$ cat src/rtl/sru_pkg.sv
package sru_pkg;

    localparam int STB_W    = 8;
    localparam int STB_MAV  = 4;
    localparam int STB_ESB  = 5;
    localparam int STB_RQS  = 6;

    typedef enum logic [2:0] {
        OP_NONE        = 3'd0,
        OP_STB_QUERY   = 3'd1,
        OP_ESR_QUERY   = 3'd2,
        OP_CLEAR_ALL   = 3'd3,
        OP_SERIAL_POLL = 3'd4,
        OP_WR_ESE      = 3'd5,
        OP_WR_SRE      = 3'd6,
        OP_RESERVED    = 3'd7
    } host_op_e;

    typedef enum logic {
        SRQ_IDLE     = 1'b0,
        SRQ_ASSERTED = 1'b1
    } srq_state_e;

    typedef struct packed {
        logic clr_esr;
        logic clr_stb;
        logic clr_flag;
        logic rd_stb;
        logic rd_esr;
        logic rd_poll;
        logic wr_ese;
        logic wr_sre;
    } op_dec_t;

endpackage

$ cat src/rtl/sru_event_reg.sv
module sru_event_reg #(
    parameter int ESR_W   = 16,
    parameter int ACT_W   = 8,
    parameter int PON_BIT = 7
) (
    input  logic             clk,
    input  logic             rst_n,
    input  logic [ACT_W-1:0] evt_i,
    input  logic             clr_i,
    input  logic             ese_wr_i,
    input  logic [ACT_W-1:0] ese_data_i,
    output logic [ESR_W-1:0] esr_o,
    output logic             summary_o
);
    localparam int PAD_W = ESR_W - ACT_W;
    localparam logic [ACT_W-1:0] PON_MASK = {{(ACT_W-1){1'b0}}, 1'b1} << PON_BIT;

    logic [ACT_W-1:0] esr_q;
    logic [ACT_W-1:0] ese_q;

    always_ff @(posedge clk or negedge rst_n) begin
        if (!rst_n) begin
            esr_q <= PON_MASK;
            ese_q <= '0;
        end else begin
            esr_q <= (clr_i ? '0 : esr_q) | evt_i;
            if (ese_wr_i) begin
                ese_q <= ese_data_i;
            end
        end
    end

    always_comb begin
        esr_o     = {{PAD_W{1'b0}}, esr_q};
        summary_o = |(esr_q & ese_q);
    end

    AST_ESR_STICKY: assert property (@(posedge clk) disable iff (!rst_n)
        !clr_i |=> ((esr_q & $past(esr_q)) == $past(esr_q)));

    AST_ESR_CLEARED: assert property (@(posedge clk) disable iff (!rst_n)
        clr_i |=> ((esr_q & ~$past(evt_i)) == '0));

    AST_ESR_EVT_KEPT: assert property (@(posedge clk) disable iff (!rst_n)
        clr_i |=> ((esr_q & $past(evt_i)) == $past(evt_i)));

endmodule

$ cat src/rtl/sru_status_byte.sv
module sru_status_byte
    import sru_pkg::*;
(
    input  logic             clk,
    input  logic             rst_n,
    input  logic [STB_W-1:0] evt_i,
    input  logic             clr_i,
    input  logic             mav_i,
    input  logic             esb_i,
    input  logic             sre_wr_i,
    input  logic [STB_W-1:0] sre_data_i,
    output logic [STB_W-1:0] stb_o,
    output logic             mss_o
);
    localparam logic [STB_W-1:0] ONE        = {{(STB_W-1){1'b0}}, 1'b1};
    localparam logic [STB_W-1:0] LIVE_MASK  = (ONE << STB_MAV) | (ONE << STB_ESB) | (ONE << STB_RQS);
    localparam logic [STB_W-1:0] LATCH_MASK = ~LIVE_MASK;
    localparam logic [STB_W-1:0] SRE_MASK   = ~(ONE << STB_RQS);

    logic [STB_W-1:0] stored_q;
    logic [STB_W-1:0] sre_q;

    always_ff @(posedge clk or negedge rst_n) begin
        if (!rst_n) begin
            stored_q <= '0;
            sre_q    <= '0;
        end else begin
            stored_q <= (clr_i ? '0 : stored_q) | (evt_i & LATCH_MASK);
            if (sre_wr_i) begin
                sre_q <= sre_data_i & SRE_MASK;
            end
        end
    end

    always_comb begin
        stb_o          = stored_q;
        stb_o[STB_MAV] = mav_i;
        stb_o[STB_ESB] = esb_i;
        mss_o          = |(stb_o & sre_q);
    end

    AST_STB_STICKY: assert property (@(posedge clk) disable iff (!rst_n)
        !clr_i |=> ((stored_q & $past(stored_q)) == $past(stored_q)));

    AST_MSS_NEEDS_ENABLE: assert property (@(posedge clk) disable iff (!rst_n)
        mss_o |-> (sre_q != '0));

    AST_STB_BIT6_EMPTY: assert property (@(posedge clk) disable iff (!rst_n)
        !stb_o[STB_RQS]);

endmodule

$ cat src/rtl/sru_srq_fsm.sv
module sru_srq_fsm
    import sru_pkg::*;
(
    input  logic clk,
    input  logic rst_n,
    input  logic mss_i,
    input  logic clr_i,
    output logic srq_o
);
    srq_state_e state_q, state_d;
    logic       mss_q;
    logic       rise;

    assign rise = mss_i & ~mss_q;

    always_ff @(posedge clk or negedge rst_n) begin
        if (!rst_n) begin
            state_q <= SRQ_IDLE;
            mss_q   <= 1'b0;
        end else begin
            state_q <= state_d;
            mss_q   <= mss_i;
        end
    end

    always_comb begin
        state_d = state_q;
        unique case (state_q)
            SRQ_IDLE: begin
                if (rise) state_d = SRQ_ASSERTED;
            end
            SRQ_ASSERTED: begin
                if (clr_i && !rise) state_d = SRQ_IDLE;
            end
        endcase
    end

    always_comb begin
        srq_o = (state_q == SRQ_ASSERTED);
    end

    AST_SRQ_ON_EDGE: assert property (@(posedge clk) disable iff (!rst_n)
        $rose(srq_o) |-> ($past(mss_i) && !$past(mss_q)));

    AST_SRQ_DROPS: assert property (@(posedge clk) disable iff (!rst_n)
        (clr_i && !(mss_i && !mss_q)) |=> !srq_o);

endmodule

$ cat src/rtl/sru_read_port.sv
module sru_read_port
    import sru_pkg::*;
#(
    parameter int ESR_W = 16
) (
    input  logic             clk,
    input  logic             rst_n,
    input  logic             rd_stb_i,
    input  logic             rd_poll_i,
    input  logic             rd_esr_i,
    input  logic [STB_W-1:0] stb_i,
    input  logic             mss_i,
    input  logic             flag_i,
    input  logic [ESR_W-1:0] esr_i,
    output logic             rd_valid_o,
    output logic [ESR_W-1:0] rd_data_o
);
    localparam int PAD_W = ESR_W - STB_W;

    logic [STB_W-1:0] stb_view;
    logic [ESR_W-1:0] data_d;

    always_comb begin
        stb_view = stb_i;
        stb_view[STB_RQS] = rd_poll_i ? flag_i : mss_i;
        if (rd_esr_i) begin
            data_d = esr_i;
        end else begin
            data_d = {{PAD_W{1'b0}}, stb_view};
        end
    end

    always_ff @(posedge clk or negedge rst_n) begin
        if (!rst_n) begin
            rd_valid_o <= 1'b0;
            rd_data_o  <= '0;
        end else begin
            rd_valid_o <= rd_stb_i | rd_poll_i | rd_esr_i;
            if (rd_stb_i | rd_poll_i | rd_esr_i) begin
                rd_data_o <= data_d;
            end
        end
    end

    AST_RD_UPPER_ZERO: assert property (@(posedge clk) disable iff (!rst_n)
        rd_valid_o |-> (rd_data_o[ESR_W-1:STB_W] == '0));

    AST_RD_ONLY_ON_READ: assert property (@(posedge clk) disable iff (!rst_n)
        rd_valid_o |-> $past(rd_stb_i | rd_poll_i | rd_esr_i));

endmodule

$ cat src/rtl/status_report_unit.sv
module status_report_unit
    import sru_pkg::*;
#(
    parameter int ESR_W = 16,
    parameter int EVT_W = 8
) (
    input  logic             clk,
    input  logic             rst_n,
    input  logic [EVT_W-1:0] esr_evt_i,
    input  logic [STB_W-1:0] stb_evt_i,
    input  logic             mav_i,
    input  logic [2:0]       host_op_i,
    input  logic [STB_W-1:0] wr_data_i,
    output logic             rd_valid_o,
    output logic [ESR_W-1:0] rd_data_o,
    output logic             srq_o
);
    localparam int PON_BIT = EVT_W - 1;

    op_dec_t          dec;
    host_op_e         op;
    logic [ESR_W-1:0] esr;
    logic             esb;
    logic [STB_W-1:0] stb;
    logic             mss;

    assign op = host_op_e'(host_op_i);

    always_comb begin
        dec = '0;
        unique case (op)
            OP_STB_QUERY: begin
                dec.rd_stb   = 1'b1;
                dec.clr_stb  = 1'b1;
                dec.clr_flag = 1'b1;
            end
            OP_ESR_QUERY: begin
                dec.rd_esr  = 1'b1;
                dec.clr_esr = 1'b1;
            end
            OP_CLEAR_ALL: begin
                dec.clr_esr  = 1'b1;
                dec.clr_stb  = 1'b1;
                dec.clr_flag = 1'b1;
            end
            OP_SERIAL_POLL: begin
                dec.rd_poll  = 1'b1;
                dec.clr_flag = 1'b1;
            end
            OP_WR_ESE:   dec.wr_ese = 1'b1;
            OP_WR_SRE:   dec.wr_sre = 1'b1;
            OP_NONE, OP_RESERVED: dec = '0;
        endcase
    end

    sru_event_reg #(
        .ESR_W   (ESR_W),
        .ACT_W   (EVT_W),
        .PON_BIT (PON_BIT)
    ) u_event (
        .clk        (clk),
        .rst_n      (rst_n),
        .evt_i      (esr_evt_i),
        .clr_i      (dec.clr_esr),
        .ese_wr_i   (dec.wr_ese),
        .ese_data_i (wr_data_i[EVT_W-1:0]),
        .esr_o      (esr),
        .summary_o  (esb)
    );

    sru_status_byte u_stb (
        .clk        (clk),
        .rst_n      (rst_n),
        .evt_i      (stb_evt_i),
        .clr_i      (dec.clr_stb),
        .mav_i      (mav_i),
        .esb_i      (esb),
        .sre_wr_i   (dec.wr_sre),
        .sre_data_i (wr_data_i),
        .stb_o      (stb),
        .mss_o      (mss)
    );

    sru_srq_fsm u_srq (
        .clk   (clk),
        .rst_n (rst_n),
        .mss_i (mss),
        .clr_i (dec.clr_flag),
        .srq_o (srq_o)
    );

    sru_read_port #(
        .ESR_W (ESR_W)
    ) u_rd (
        .clk        (clk),
        .rst_n      (rst_n),
        .rd_stb_i   (dec.rd_stb),
        .rd_poll_i  (dec.rd_poll),
        .rd_esr_i   (dec.rd_esr),
        .stb_i      (stb),
        .mss_i      (mss),
        .flag_i     (srq_o),
        .esr_i      (esr),
        .rd_valid_o (rd_valid_o),
        .rd_data_o  (rd_data_o)
    );

    AST_CLEAR_ALL_NO_DATA: assert property (@(posedge clk) disable iff (!rst_n)
        (op == OP_CLEAR_ALL) |=> !rd_valid_o);

    AST_RESERVED_NO_DATA: assert property (@(posedge clk) disable iff (!rst_n)
        (op == OP_RESERVED || op == OP_NONE) |=> !rd_valid_o);

endmodule

$ cat config.mk
export PLATFORM = sky130hd
export DESIGN_NAME = status_report_unit
export DESIGN_NICKNAME = d
export VERILOG_FILES = /design/src/rtl/sru_pkg.sv /design/src/rtl/sru_event_reg.sv /design/src/rtl/sru_status_byte.sv /design/src/rtl/sru_srq_fsm.sv /design/src/rtl/sru_read_port.sv /design/src/rtl/status_report_unit.sv
export SDC_FILE = /design/constraint.sdc
export NUM_CORES = 1
export LEC_CHECK = 0
export ABC_CLOCK_PERIOD_IN_PS = 1700
export BUFFER_PORTS_ARGS = -buffer_cell sky130_fd_sc_hd__clkbuf_2
export CORE_ASPECT_RATIO = 0.5
export CORE_MARGIN = 10
export CORE_UTILIZATION = 25
export CTS_BUF_LIST = sky130_fd_sc_hd__clkbuf_4
export CTS_CLUSTER_SIZE = 16
export DETAILED_ROUTE_END_ITERATION = 12
export GPL_TIMING_DRIVEN = 0
export HOLD_SLACK_MARGIN = 0.1
export PLACE_DENSITY_LB_ADDON = 0.1
export SLEW_MARGIN = 15
export SYNTH_ARGS = -nofsm -noshare
export SYNTH_HDL_FRONTEND = slang
export SYNTH_HIERARCHICAL = 1
export SYNTH_SLANG_ARGS = --single-unit
$ cat constraint.sdc
create_clock -name clk -period 1.7 [get_ports clk]
set_clock_uncertainty 0.15 [all_clocks]
set_input_delay 0.085 -clock clk [delete_from_list [all_inputs] [get_ports clk]]
set_output_delay 0.085 -clock clk [all_outputs]
set_load 0.02 [all_outputs]
; ---- Yosys cells after proc, flatten, opt, wreduce, memory -nomap -nowiden
; Cells that the tools add are included.
[word_totals]
wordCells = 45
reg_bits = 50
[classes]
eq_ne = 6
n_bitwise = 9
reduce_logical = 7
mux = 15
[ops]
columns = operator, n
row1 = 2-to-1 mux 8 bit, 3
row2 = bitwise AND 8 bit, 2
row3 = OR 8 bit, 2
row4 = OR reduction 8 bit, 2
row5 = 2-to-1 mux 1 bit, 11
row6 = == test 3 bit (second input constant), 3
row7 = == test 3 x 2 -> 1 bit (second input constant), 2
row8 = OR reduction 2 bit, 2
row9 = == test 3 x 1 -> 1 bit (second input constant), 1
row10 = OR reduction 3 bit, 1
row11 = NOT 1 bit, 2
row12 = OR 1 bit, 2
row13 = one-hot mux 1 bit (2 select lines), 1
row14 = bitwise AND 1 bit, 1
row15 = logical AND 1 bit, 1
row16 = zero test 1 bit, 1

; ---- Logic depth before layout (Yosys ltp)
; Gate-level depths: netlist of the first run.
[logic_depth]
depth_word = 9
depth_mapped = 7
mapped_depth_nobuf = 7

; ---- Hierarchy
; Netlist of the first run, hierarchy kept.
[modules_own_cells]
columns = module, cells_each, area_each_um2, n_inst
row1 = sru_read_port, 56, 720.7, 1
row2 = sru_event_reg, 48, 696.9, 1
row3 = sru_status_byte, 34, 514.2, 1
row4 = sru_srq_fsm, 5, 70.1, 1
row5 = status_report_unit, 11, 58.8, 1

; ---- Worst setup path before layout of the first run
; OpenSTA, ideal clock, no wires.
[synth_timing]
path_type = reg2reg
startpoint = register u_event.esr_q[2]
endpoint = register u_rd.rd_data_o[6]
required_time_ps = 1420
synth_period_minus_slack_ps = 1710
setup_slack_ps = -10
setup_time_ps = 130
stages_incl_launch_ff = 8
t_arrival_ps = 1430
path_cell_list = dfrtp_1 -> a22oi_1 -> nand4_1 -> a222oi_1 -> nand3_1 -> and3b_1 -> a21oi_1 -> o21ai_0
[synth_between]
elab_chain_cells = 6
[synth_lines]
columns = item, line_no
row1 = start: declaration, sru_event_reg.sv:18  ; logic [ACT_W-1:0] esr_q;
row2 = start signal: assignment, sru_event_reg.sv:26  ; esr_q <= (clr_i ? '0 : esr_q) | evt_i;
row3 = bitwise AND 8 bit, sru_event_reg.sv:35  ; summary_o = |(esr_q & ese_q);
row4 = OR reduction 8 bit, sru_event_reg.sv:35
row5 = net esb, status_report_unit.sv:23  ; logic esb;
row6 = bitwise AND 8 bit, sru_status_byte.sv:39  ; mss_o = |(stb_o & sre_q);
row7 = OR reduction 8 bit, sru_status_byte.sv:39
row8 = net mss, status_report_unit.sv:25  ; logic mss;
row9 = 2-to-1 mux 1 bit, sru_read_port.sv:25  ; stb_view[STB_RQS] = rd_poll_i ? flag_i : mss_i;
row10 = 2-to-1 mux 8 bit, sru_read_port.sv:26  ; if (rd_esr_i) begin
row11 = end signal: assignment, sru_read_port.sv:40  ; rd_data_o <= data_d;
row12 = end: declaration, sru_read_port.sv:16  ; output logic [ESR_W-1:0] rd_data_o
; The timed path passes the listed nets, and every way through them passes these cells.
; A chain may end at the register's enable or synchronous reset.

; ---- Worst setup path after layout of the first run
[layout_timing]
startpoint = register u_event.ese_q[6]
endpoint = register u_rd.rd_data_o[6]
[layout_between]
elab_chain_cells = 6
[layout_lines]
columns = item, line_no
row1 = start: declaration, sru_event_reg.sv:19  ; logic [ACT_W-1:0] ese_q;
row2 = start signal: assignment, sru_event_reg.sv:28  ; ese_q <= ese_data_i;
row3 = bitwise AND 8 bit, sru_event_reg.sv:35
row4 = OR reduction 8 bit, sru_event_reg.sv:35
row5 = net esb, status_report_unit.sv:23
row6 = bitwise AND 8 bit, sru_status_byte.sv:39
row7 = OR reduction 8 bit, sru_status_byte.sv:39
row8 = net mss, status_report_unit.sv:25
row9 = 2-to-1 mux 1 bit, sru_read_port.sv:25
row10 = 2-to-1 mux 8 bit, sru_read_port.sv:26
; The timed path passes the listed nets, and every way through them passes these cells.

==> impl_results.md, run 1 <==
* Critical Path End: u_rd/rd_data_o[6]
* Initial antenna violation count at 0
* Arr. time, crit path at 2.12 ns
* Status: finished with violations
* CTS root buffer: clkbuf_4
* HPWL Detailed at 3770 µm
* Clock sink count at 47
* Filler cell count at 853
* Part of the power in registers at 0.519
* Area of the multi-input gates at 759 µm²
* GP Congestion at 0.684
* Min Tclk post-route at 2.00 ns
* Mapped cell area at 2050 µm²
* CP cell instances: a22oi_2 -> nand4_1 -> a222oi_1 -> nand3_1 -> and3b_1 -> a21oi_2 -> o21ai_1
* Area delta synth->final at 38.0%
* Core Util, Final at 0.353
* Failing checks: setup timing
* PwrDens at 939 nW/µm²
* Clock transition at path regs at 0.15 ns
* Final net count at 270
* Worst Hold Class: primary input to asynchronous set/reset pin
* Fin Hold WS at 0.132 ns
* Antenna Violating Nets Remaining at 0
* Place WS at -0.412 ns
* CTS max path bufs at 2
* Detailed-route DRC error count at 0
* # IOs at 48
* First-pass GRT wire length at 8770 µm
* Share of cells above drive strength 1 at 0.421
* Cell-internal power at 1900 µW
* Vias in the first global route at 1622
* Final WS setup at -0.301 ns
* Core area at 8000 µm²
* Slowest stage delay, CP at 0.41 ns
* # diodes at 0
* R2R Path End: u_rd/rd_data_o[6]
* Period utilization at 1.18
* Launch point of the worst path: u_event/ese_q[6]
* MaxCap Viol Count at 0
* Yosys warns at 6
* NetSw at 758 µW
* R2R setup slack at -0.30 ns
* DR WL met3 at 227 µm
* Site Rows at 23
* Starting Density at 0.256
* FF-to-FF path depth at 7
* Critical-path top delay cell: dfrtp_1
* Setup violators final at 2
* Worst-Margin Slew at 0.658 ns
* Switching Share at 0.285
* Worst Path Buf+Inv at 0
* Stages on worst setup path at 7
* CP Launch Type: flip-flop
* Lkg Pwr at 0.00135 µW
* Worst-path maximum fanout at 3
* CTS Buf Count at 5
* Met1 WL at 2490 µm
* Combinational share of power at 0.227
* Detailed Route WL at 5140 µm
* Vias per std cell at 4.07
* Vias at 1433
* Met2 WL at 2370 µm
* Die area at 12400 µm²
* Setup CP Type: flip-flop to flip-flop
* Die Span Y at 84.0 µm
* Slew Limit Fails at 0
* Max-Slew Margin vs Limit at 0.562
* Register area at 1180 µm²
* Fmax at 500 MHz
* Htree depth at 2
* Syn Area/Cell at 13.5 µm²
* Clock network power share at 0.254
* Initial DRC count at 64
* CP required at 1.82 ns
* CTS tree: done
* Final hold vios at 0
* Post-Syn Instances at 152
* Clock latency on the worst-skew pair at 0.38 ns
* IO buf count at 44
* Chip width at 148 µm
* Setup_tns at -0.384 ns
* Maximum vdd drop at 0.000275 V
* Top routing layer in use: met4
* Grt total ovfl at 0
* Avg WL per Cell at 14.6 µm
* Crit-path leading delay family: compound AO/OA/AOI/OAI gates
* Unrepaired setup endpoints after global routing: true
* RR Startpoint: u_event/ese_q[6]
* GRT Total Usage at 0.0880
* CP Capture Type: flip-flop
* DRT Pass-1 Iters at 4
* Largest net degree at the start of global routing at 48
==> power groups by stage <==
| stage | clock network [µW] | logic, µW | registers [µW] |
|---|---|---|---|
| global route | 758 | 662 | 1400 |
| detailed placement | 0 | 540 | 1400 |
| global placement | 0 | 533 | 1390 |
| floorplan | 0 | 278 | 1440 |
| CTS | 712 | 616 | 1380 |
| finish | 675 | 603 | 1380 |
==> worst min-delay path by stage <==
stage	from	endpoint	slack [ns]	cells after the start
floorplan	rst_n	u_event/ese_q[0]	-0.36	0
global placement	esr_evt_i[1]	u_event/esr_q[1]	0.12	2
detailed placement	rst_n	u_rd/rd_data_o[13]	0.05	1
CTS	rst_n	u_rd/rd_data_o[5]	0.15	2
global route	rst_n	u_rd/rd_data_o[5]	0.19	2
finish	rst_n	u_rd/rd_data_o[5]	0.13	2
==> worst register-to-register path, cell delays in order, from the launching register on <==
cell,delay [ns]
dfrtp_1,0.41
a22oi_2,0.22
nand4_1,0.16
a222oi_1,0.33
nand3_1,0.23
and3b_1,0.25
a21oi_2,0.10
o21ai_1,0.06
==> final cells by class <==
class,instances,share of cell area
flip-flops and latches,47,0.416
multi-input cells,89,0.269
repair buffers,74,0.181
well taps,112,0.0496
plain buffers,16,0.0482
clock buffers,5,0.0133
clock inverters,2,0.0133
inverters,7,0.00929
==> repair_timing <==
| action | in CTS | in global routing |
|---|---|---|
| setup buffers | 4 | 0 |
| setup endpoints to repair | 3 | 3 |
| cloned | 0 | 0 |
| pin swaps | 7 | 5 |
| hold endpoints to repair | 79 | 0 |
| gates resized for setup | 5 | 1 |
| hold buffers | 26 | 0 |
==> per-stage QoR <==
step | cells | total power, µW | area (µm²)
2_1_floorplan | 159 | 1720 | 2080
3_3_place_gp | 315 | 1930 | 2440
3_5_place_dp | 315 | 1940 | 2440
4_1_cts | 352 | 2710 | 2820
5_1_grt | 352 | 2820 | 2830
6_report | 352 | 2660 | 2830
==> state kept, by name, summed over array words and instances, names as in the netlist <==
register         flops
u_stb/stored_q       5
u_rd/rd_valid_o      1
u_srq/srq_o          1
u_stb/sre_q          7
u_srq/mss_q          1
u_rd/rd_data_o      16
u_event/esr_q        8
u_event/ese_q        8
==> cell usage in the layout, fill, tap and decap left out, types with 2 or more instances in the layout <==
cell type and instances:
a21o_1 13, nand2_1 7, inv_1 6, clkbuf_2 43
conb_1 8, dlygate4sd3_1 26, o21ai_1 2, mux2i_1 7
nor2_1 3, clkbuf_4 6, buf_6 5, a22oi_1 3
a22o_2 4, buf_4 14, o21ai_0 6, a22o_1 4
mux2_4 15, a22oi_2 4, dfrtp_1 46
==> metal layers <==
layer	vias to the layer above	track usage
li1	696	-
met1	705	0.114
met2	27	0.137
met3	5	0.0276
met4	0	0.0242
met5	-	0
Power figures use the tool's default switching activity.
==> run 2, diff against run 1 <==
==> constraint.sdc (replaced) <==
create_clock -name clk -period 1.7 [get_ports clk]
set_clock_uncertainty 0.15 [all_clocks]
set_input_delay 0 -clock clk [delete_from_list [all_inputs] [get_ports clk]]
set_output_delay 0 -clock clk [all_outputs]
set_load 0.02 [all_outputs]
==> run 2 against run 1 <==
The flow still finishes with violations (setup timing). Total power grew 2.2%. Count of clock-buffer cells in the layout unchanged. Hold slack got worse by 0.016 ns. Largest cell class unchanged. Highest routed layer unchanged.
==> impl_results.md, run 2 (synthesis results as in run 1) <==
* Status: finished with violations (unchanged)
* Failing checks: setup timing (unchanged)
* R2R setup slack at -0.29 ns (was -0.30 ns)
* DRT Pass-1 Iters at 4 (unchanged)
* Vias in the first global route at 1731 (was 1622)
* CP Launch Type: flip-flop (unchanged)
* Setup CP Type: flip-flop to flip-flop (unchanged)
* Most common library cell in the layout ignoring fill and taps: dfrtp_1 (unchanged)
* Share of cells above drive strength 1 at 0.407 (was 0.421)
* Die area at 12400 µm² (unchanged)
* Starting Density at 0.256 (unchanged)
* Initial DRC count at 96 (was 64)
* CTS max path bufs at 2 (unchanged)
* CTS tree: done (unchanged)
* PwrDens at 889 nW/µm² (was 939 nW/µm²)
* Most frequent cells in the layout: 46 x dfrtp_1, 44 x dlygate4sd3_1, 43 x clkbuf_2 (was 46 x dfrtp_1, 43 x clkbuf_2, 26 x dlygate4sd3_1)
* CTS Buf Count at 5 (unchanged)
* Die Span Y at 84.0 µm (unchanged)
* MaxCap Viol Count at 0 (unchanged)
* Final net count at 293 (was 270)
* Switching Share at 0.284 (was 0.285)
* Max reg flops at 16 (unchanged)
* Clock sink count at 47 (unchanged)
* Setup_tns at -0.370 ns (was -0.384 ns)
* NetSw at 771 µW (was 758 µW)
* IO buf count at 44 (unchanged)
* Final WS setup at -0.294 ns (was -0.301 ns)
* Clock transition at path regs at 0.14 ns (was 0.15 ns)
* Clock network power share at 0.249 (was 0.254)
* Worst Path Buf+Inv at 0 (unchanged)
* CTS root buffer: clkbuf_4 (unchanged)
* HPWL Detailed at 3770 µm (unchanged)
* Largest net degree at the start of global routing at 48 (unchanged)
* Setup violators final at 2 (unchanged)
* CP required at 1.82 ns (about the same)
* GP Congestion at 0.684 (unchanged)
* Core area at 8000 µm² (unchanged)
* CP Capture Type: flip-flop (unchanged)
* Initial antenna violation count at 0 (unchanged)
* Top reg by flops: u_rd/rd_data_o (unchanged)
* Maximum vdd drop at 0.000277 V (was 0.000275 V)
* Worst-path maximum fanout at 3 (unchanged)
* Part of the power in registers at 0.508 (was 0.519)
* Area delta synth->final at 48.8% (was 38.0%)
* Detailed-route DRC error count at 0 (unchanged)
* Vias per std cell at 4.09 (was 4.07)
* Grt total ovfl at 0 (unchanged)
* Cell-internal power at 1940 µW (was 1900 µW)
* Antenna Violating Nets Remaining at 0 (unchanged)
* # IOs at 48 (unchanged)
* Detailed Route WL at 5500 µm (was 5140 µm)
* Max-Slew Margin vs Limit at 0.561 (was 0.562)
* Worst Hold Class: primary input to flip-flop (was primary input to asynchronous set/reset pin)
* Fmax at 501 MHz (was 500 MHz)
* Unrepaired setup endpoints after global routing: true (unchanged)
* Slew Limit Fails at 0 (unchanged)
* Arr. time, crit path at 2.11 ns (was 2.12 ns)
* Top routing layer in use: met4 (unchanged)
* Htree depth at 2 (unchanged)
* Largest regs: u_rd/rd_data_o x16, u_event/ese_q x8, u_event/esr_q x8 (unchanged)
* Met1 WL at 2590 µm (was 2490 µm)
* Placed cells at 315 (unchanged)
* Lkg Pwr at 0.00145 µW (was 0.00135 µW)
* Vias at 1532 (was 1433)
* Avg WL per Cell at 14.7 µm (was 14.6 µm)
* Final hold vios at 0 (unchanged)
* Crit-path leading delay family: compound AO/OA/AOI/OAI gates (unchanged)
* Worst-Margin Slew at 0.659 ns (was 0.658 ns)
* # diodes at 0 (unchanged)
* Combinational share of power at 0.243 (was 0.227)
* Min Tclk post-route at 1.99 ns (was 2.00 ns)
* CP cell instances: a22oi_2 -> nand4_1 -> a222oi_1 -> nand3_1 -> and3b_1 -> a21oi_2 -> o21ai_1 (unchanged)
* Period utilization at 1.17 (was 1.18)
* Site Rows at 23 (unchanged)
* DR WL met3 at 259 µm (was 227 µm)
* GRT Total Usage at 0.0931 (was 0.0880)
* Slowest stage delay, CP at 0.41 ns (about the same)
* Chip width at 148 µm (unchanged)
* Fin Hold WS at 0.116 ns (was 0.132 ns)
* Finished Layout Cells at 375 (was 352)
* Place WS at -0.412 ns (unchanged)
* Met2 WL at 2600 µm (was 2370 µm)
* Critical-path top delay cell: dfrtp_1 (unchanged)
* First-pass GRT wire length at 9300 µm (was 8770 µm)
* Clock latency on the worst-skew pair at 0.38 ns (about the same)
-- run 2: cell types whose count changed in the layout (fill, tap and decap cells not counted) --
cell           before  now
nor3b_1             1    0
buf_4              14   19
dlygate4sd3_1      26   44
nor3b_2             0    1
-- run 2: power groups by stage --
stage	sequential (µW)	combinational (µW)	clock (µW)
6_report	1380	659	675
5_1_grt	1400	721	758
4_1_cts	1380	660	712
3_5_place_dp	1400	540	0
3_3_place_gp	1390	533	0
2_1_floorplan	1440	278	0
-- run 2: worst paths after layout --
kind	from	to	depth (start not counted)
worst min-delay path	host_op_i[2]	u_event/esr_q[2]	4
worst max-delay path	u_event/ese_q[6]	u_rd/rd_data_o[6]	7
min in group asynchronous	rst_n	u_rd/rd_data_o[5]	3
worst max register to register	u_event/ese_q[6]	u_rd/rd_data_o[6]	7
worst min register to register	u_srq/mss_q	u_srq/srq_o	1
max in group asynchronous	rst_n	u_rd/rd_data_o[4]	3
-- run 2: area by class of cell --
cell class | instances | area (µm²)
clock buffer | 5 | 37.5
multi-input combinational | 89 | 764
tap | 112 | 140
fill | 849 | 4950
timing repair buffer | 97 | 731
sequential | 47 | 1180
inverter | 7 | 26.3
buffer | 16 | 136
clock inverter | 2 | 37.5
-- run 2: per-stage QoR --
stage | util | cell area, µm² | total power (µW)
2_1_floorplan | - | 2080 | 1720
4_1_cts | 0.374 | 2990 | 2750
3_3_place_gp | 0.305 | 2440 | 1930
5_1_grt | 0.381 | 3050 | 2880
6_report | 0.381 | 3050 | 2710
3_5_place_dp | 0.305 | 2440 | 1940
-- run 2: metal layers --
layer	up-vias	GRT usage
met5	-	0
met4	0	0.0242
met3	5	0.0276
met2	33	0.151
met1	749	0.118
li1	745	-
-- run 2: worst register-to-register path: cells and delay by family (launching register included) --
kind,cells,cell delay (ns)
AO/OA/AOI/OAI,4,0.72
flip-flops,1,0.41
AND/OR/NAND/NOR,3,0.62
-- run 2: what timing repair did --
item | 4_1_cts | 5_1_grt
endpoints found under the hold margin | 85 | 7
resized for setup | 5 | 2
hold buffers | 43 | 3
pin swaps | 7 | 5
buffers inserted | 4 | 5
setup endpoints to repair | 3 | 11
==> run 3, diff against run 2 <==
Settings changed: ABC_CLOCK_PERIOD_IN_PS 1700 to 2200.
Clock period 1.7 ns to 2.2 ns, I/O delays scaled along.
==> run 3 against run 2 <==
The run now ends clean. Routed wire length down 3.8%. Cell count decreased by 2.1%. Fmax decreased by 4.5%. Highest routed layer unchanged.
==> impl_results.md, run 3 (synthesis results as in run 1) <==
* Die area at 12400 µm² (unchanged)
* Htree depth at 2 (unchanged)
* Tot Pwr at 1970 µW (was 2710 µW)
* Top reg by flops: u_rd/rd_data_o (unchanged)
* Clock transition at path regs at 0.15 ns (was 0.14 ns)
* Clock latency on the worst-skew pair at 0.38 ns (about the same)
* Final net count at 284 (was 293)
* Detailed Route WL at 5290 µm (was 5500 µm)
* Worst Hold Class: primary input to flip-flop (unchanged)
* Detailed-route DRC error count at 0 (unchanged)
* HPWL Detailed at 3640 µm (was 3770 µm)
* Critical-path top delay cell: dfrtp_1 (unchanged)
* CTS tree: done (unchanged)
* PwrDens at 670 nW/µm² (was 889 nW/µm²)
* Vias per std cell at 3.98 (was 4.09)
* CP Capture Type: flip-flop (unchanged)
* Min Tclk post-route at 2.09 ns (was 1.99 ns)
* GP Congestion at 0.679 (was 0.684)
* CP cell instances: a22oi_1 -> nand4_1 -> a222oi_1 -> nand3_1 -> and3b_1 -> a21oi_1 -> o21ai_0 (was a22oi_2 -> nand4_1 -> a222oi_1 -> nand3_1 -> and3b_1 -> a21oi_2 -> o21ai_1)
* Max reg flops at 16 (unchanged)
* Most common library cell in the layout ignoring fill and taps: dfrtp_1 (unchanged)
* Setup_tns at 0 ns (was -0.370 ns)
* Setup violators final at 0 (was 2)
* CTS Buf Count at 5 (unchanged)
* Status: complete, no violations (was finished with violations)
* Starting Density at 0.256 (unchanged)
* Switching Share at 0.303 (was 0.284)
* Combinational share of power at 0.246 (was 0.243)
* Core area at 8000 µm² (unchanged)
* Die Span Y at 84.0 µm (unchanged)
* Filler cell count at 845 (was 849)
* Share of cells above drive strength 1 at 0.365 (was 0.407)
* CP required at 2.31 ns (was 1.82 ns)
* Fmax at 479 MHz (was 501 MHz)
* Initial DRC count at 69 (was 96)
* Clock network power share at 0.215 (was 0.249)
* Clock sink count at 47 (unchanged)
* Antenna Violating Nets Remaining at 0 (unchanged)
* IO buf count at 44 (unchanged)
* Fin Hold WS at 0.244 ns (was 0.116 ns)
* Avg WL per Cell at 14.4 µm (was 14.7 µm)
* Slew Limit Fails at 0 (unchanged)
* CTS max path bufs at 2 (unchanged)
* GRT Total Usage at 0.0912 (was 0.0931)
* Arr. time, crit path at 2.20 ns (was 2.11 ns)
* Site Rows at 23 (unchanged)
* Area delta synth->final at 43.5% (was 48.8%)
* Part of the power in registers at 0.539 (was 0.508)
* NetSw at 596 µW (was 771 µW)
* # IOs at 48 (unchanged)
* Unrepaired setup endpoints after global routing: false (was true)
* MaxCap Viol Count at 0 (unchanged)
* Largest net degree at the start of global routing at 48 (unchanged)
* Slowest stage delay, CP at 0.43 ns (was 0.41 ns)
* Worst-Margin Slew at 0.672 ns (was 0.659 ns)
* Maximum vdd drop at 0.000195 V (was 0.000277 V)
* Initial antenna violation count at 0 (unchanged)
* Lkg Pwr at 0.00138 µW (was 0.00145 µW)
* Period utilization at 0.949 (was 1.17)
* Largest regs: u_rd/rd_data_o x16, u_event/ese_q x8, u_event/esr_q x8 (unchanged)
* # diodes at 0 (unchanged)
* Setup CP Type: flip-flop to flip-flop (unchanged)
* Vias in the first global route at 1654 (was 1731)
* Max-Slew Margin vs Limit at 0.552 (was 0.561)
* Setup Fix Bufs, Post-CTS at 0 (was 4)
* CP Launch Type: flip-flop (unchanged)
* Most frequent cells in the layout: 46 x dfrtp_1, 44 x dlygate4sd3_1, 43 x clkbuf_2 (unchanged)
* First-pass GRT wire length at 8900 µm (was 9300 µm)
* CTS root buffer: clkbuf_4 (unchanged)
* Vias at 1462 (was 1532)
* DRT Pass-1 Iters at 4 (unchanged)
* Grt total ovfl at 0 (unchanged)
* Worst-path maximum fanout at 3 (unchanged)
* Chip width at 148 µm (unchanged)
* Final hold vios at 0 (unchanged)
* Cell-internal power at 1370 µW (was 1940 µW)
run 3: through the flow:
stage                     std cells  worst slack, ns   util  cell area (µm²)
after floorplan                 159            0.490      -             2080
after global routing            367          0.00163  0.368             2940
after CTS                       368          0.00446  0.368             2950
after global placement          315           0.0514  0.305             2440
final                           367            0.112  0.368             2940
after detailed placement        315           0.0809  0.305             2440
run 3: final cells by class:
cell class,instances,area (µm²),share of cell area
flip-flops and latches,47,1180,0.400
multi-input cells,89,741,0.252
repair buffers,88,663,0.225
well taps,112,140,0.0476
plain buffers,16,136,0.0464
clock buffers,5,37.5,0.0128
inverters,7,26.3,0.00893
clock inverters,3,20.0,0.00681
run 3: worst paths after layout:
path                                        from  slack (ns)                  to  depth (start not counted)
min in group asynchronous                  rst_n        0.59    u_event/esr_q[2]                          3
worst max-delay path            u_event/esr_q[0]        0.11   u_rd/rd_data_o[6]                          7
worst max register to register  u_event/esr_q[0]        0.11   u_rd/rd_data_o[6]                          7
worst min register to register       u_srq/mss_q        0.31         u_srq/srq_o                          1
worst min-delay path                wr_data_i[1]        0.24    u_event/ese_q[1]                          3
max in group asynchronous                  rst_n        0.88  u_rd/rd_data_o[10]                          3
run 3: power groups by stage:
stage | logic [µW] | clock network (µW) | registers [µW]
floorplan | 215 | 0 | 1110
global placement | 412 | 0 | 1080
detailed placement | 415 | 0 | 1080
CTS | 494 | 455 | 1060
global route | 533 | 491 | 1080
finish | 486 | 423 | 1060
run 3: timing repair:
action | in CTS | in global routing
gates resized for setup | 0 | 1
endpoints found under the hold margin | 86 | 0
hold buffers | 45 | 0
endpoints found under the setup margin | 0 | 7
run 3: routing by layer:
layer	wire, µm	share of wire	vias up	global-route usage
met5	0	0	-	0
met4	59	0.011	0	0.0295
met3	200	0.038	5	0.0281
met2	2450	0.46	29	0.142
met1	2580	0.49	699	0.117
li1	-	-	729	-
run 3: worst max-delay path, delay by kind of cell, from the launching register on:
kind	cells	cell delay (ns)
compound gates	4	0.74
flops	1	0.43
simple gates	3	0.64
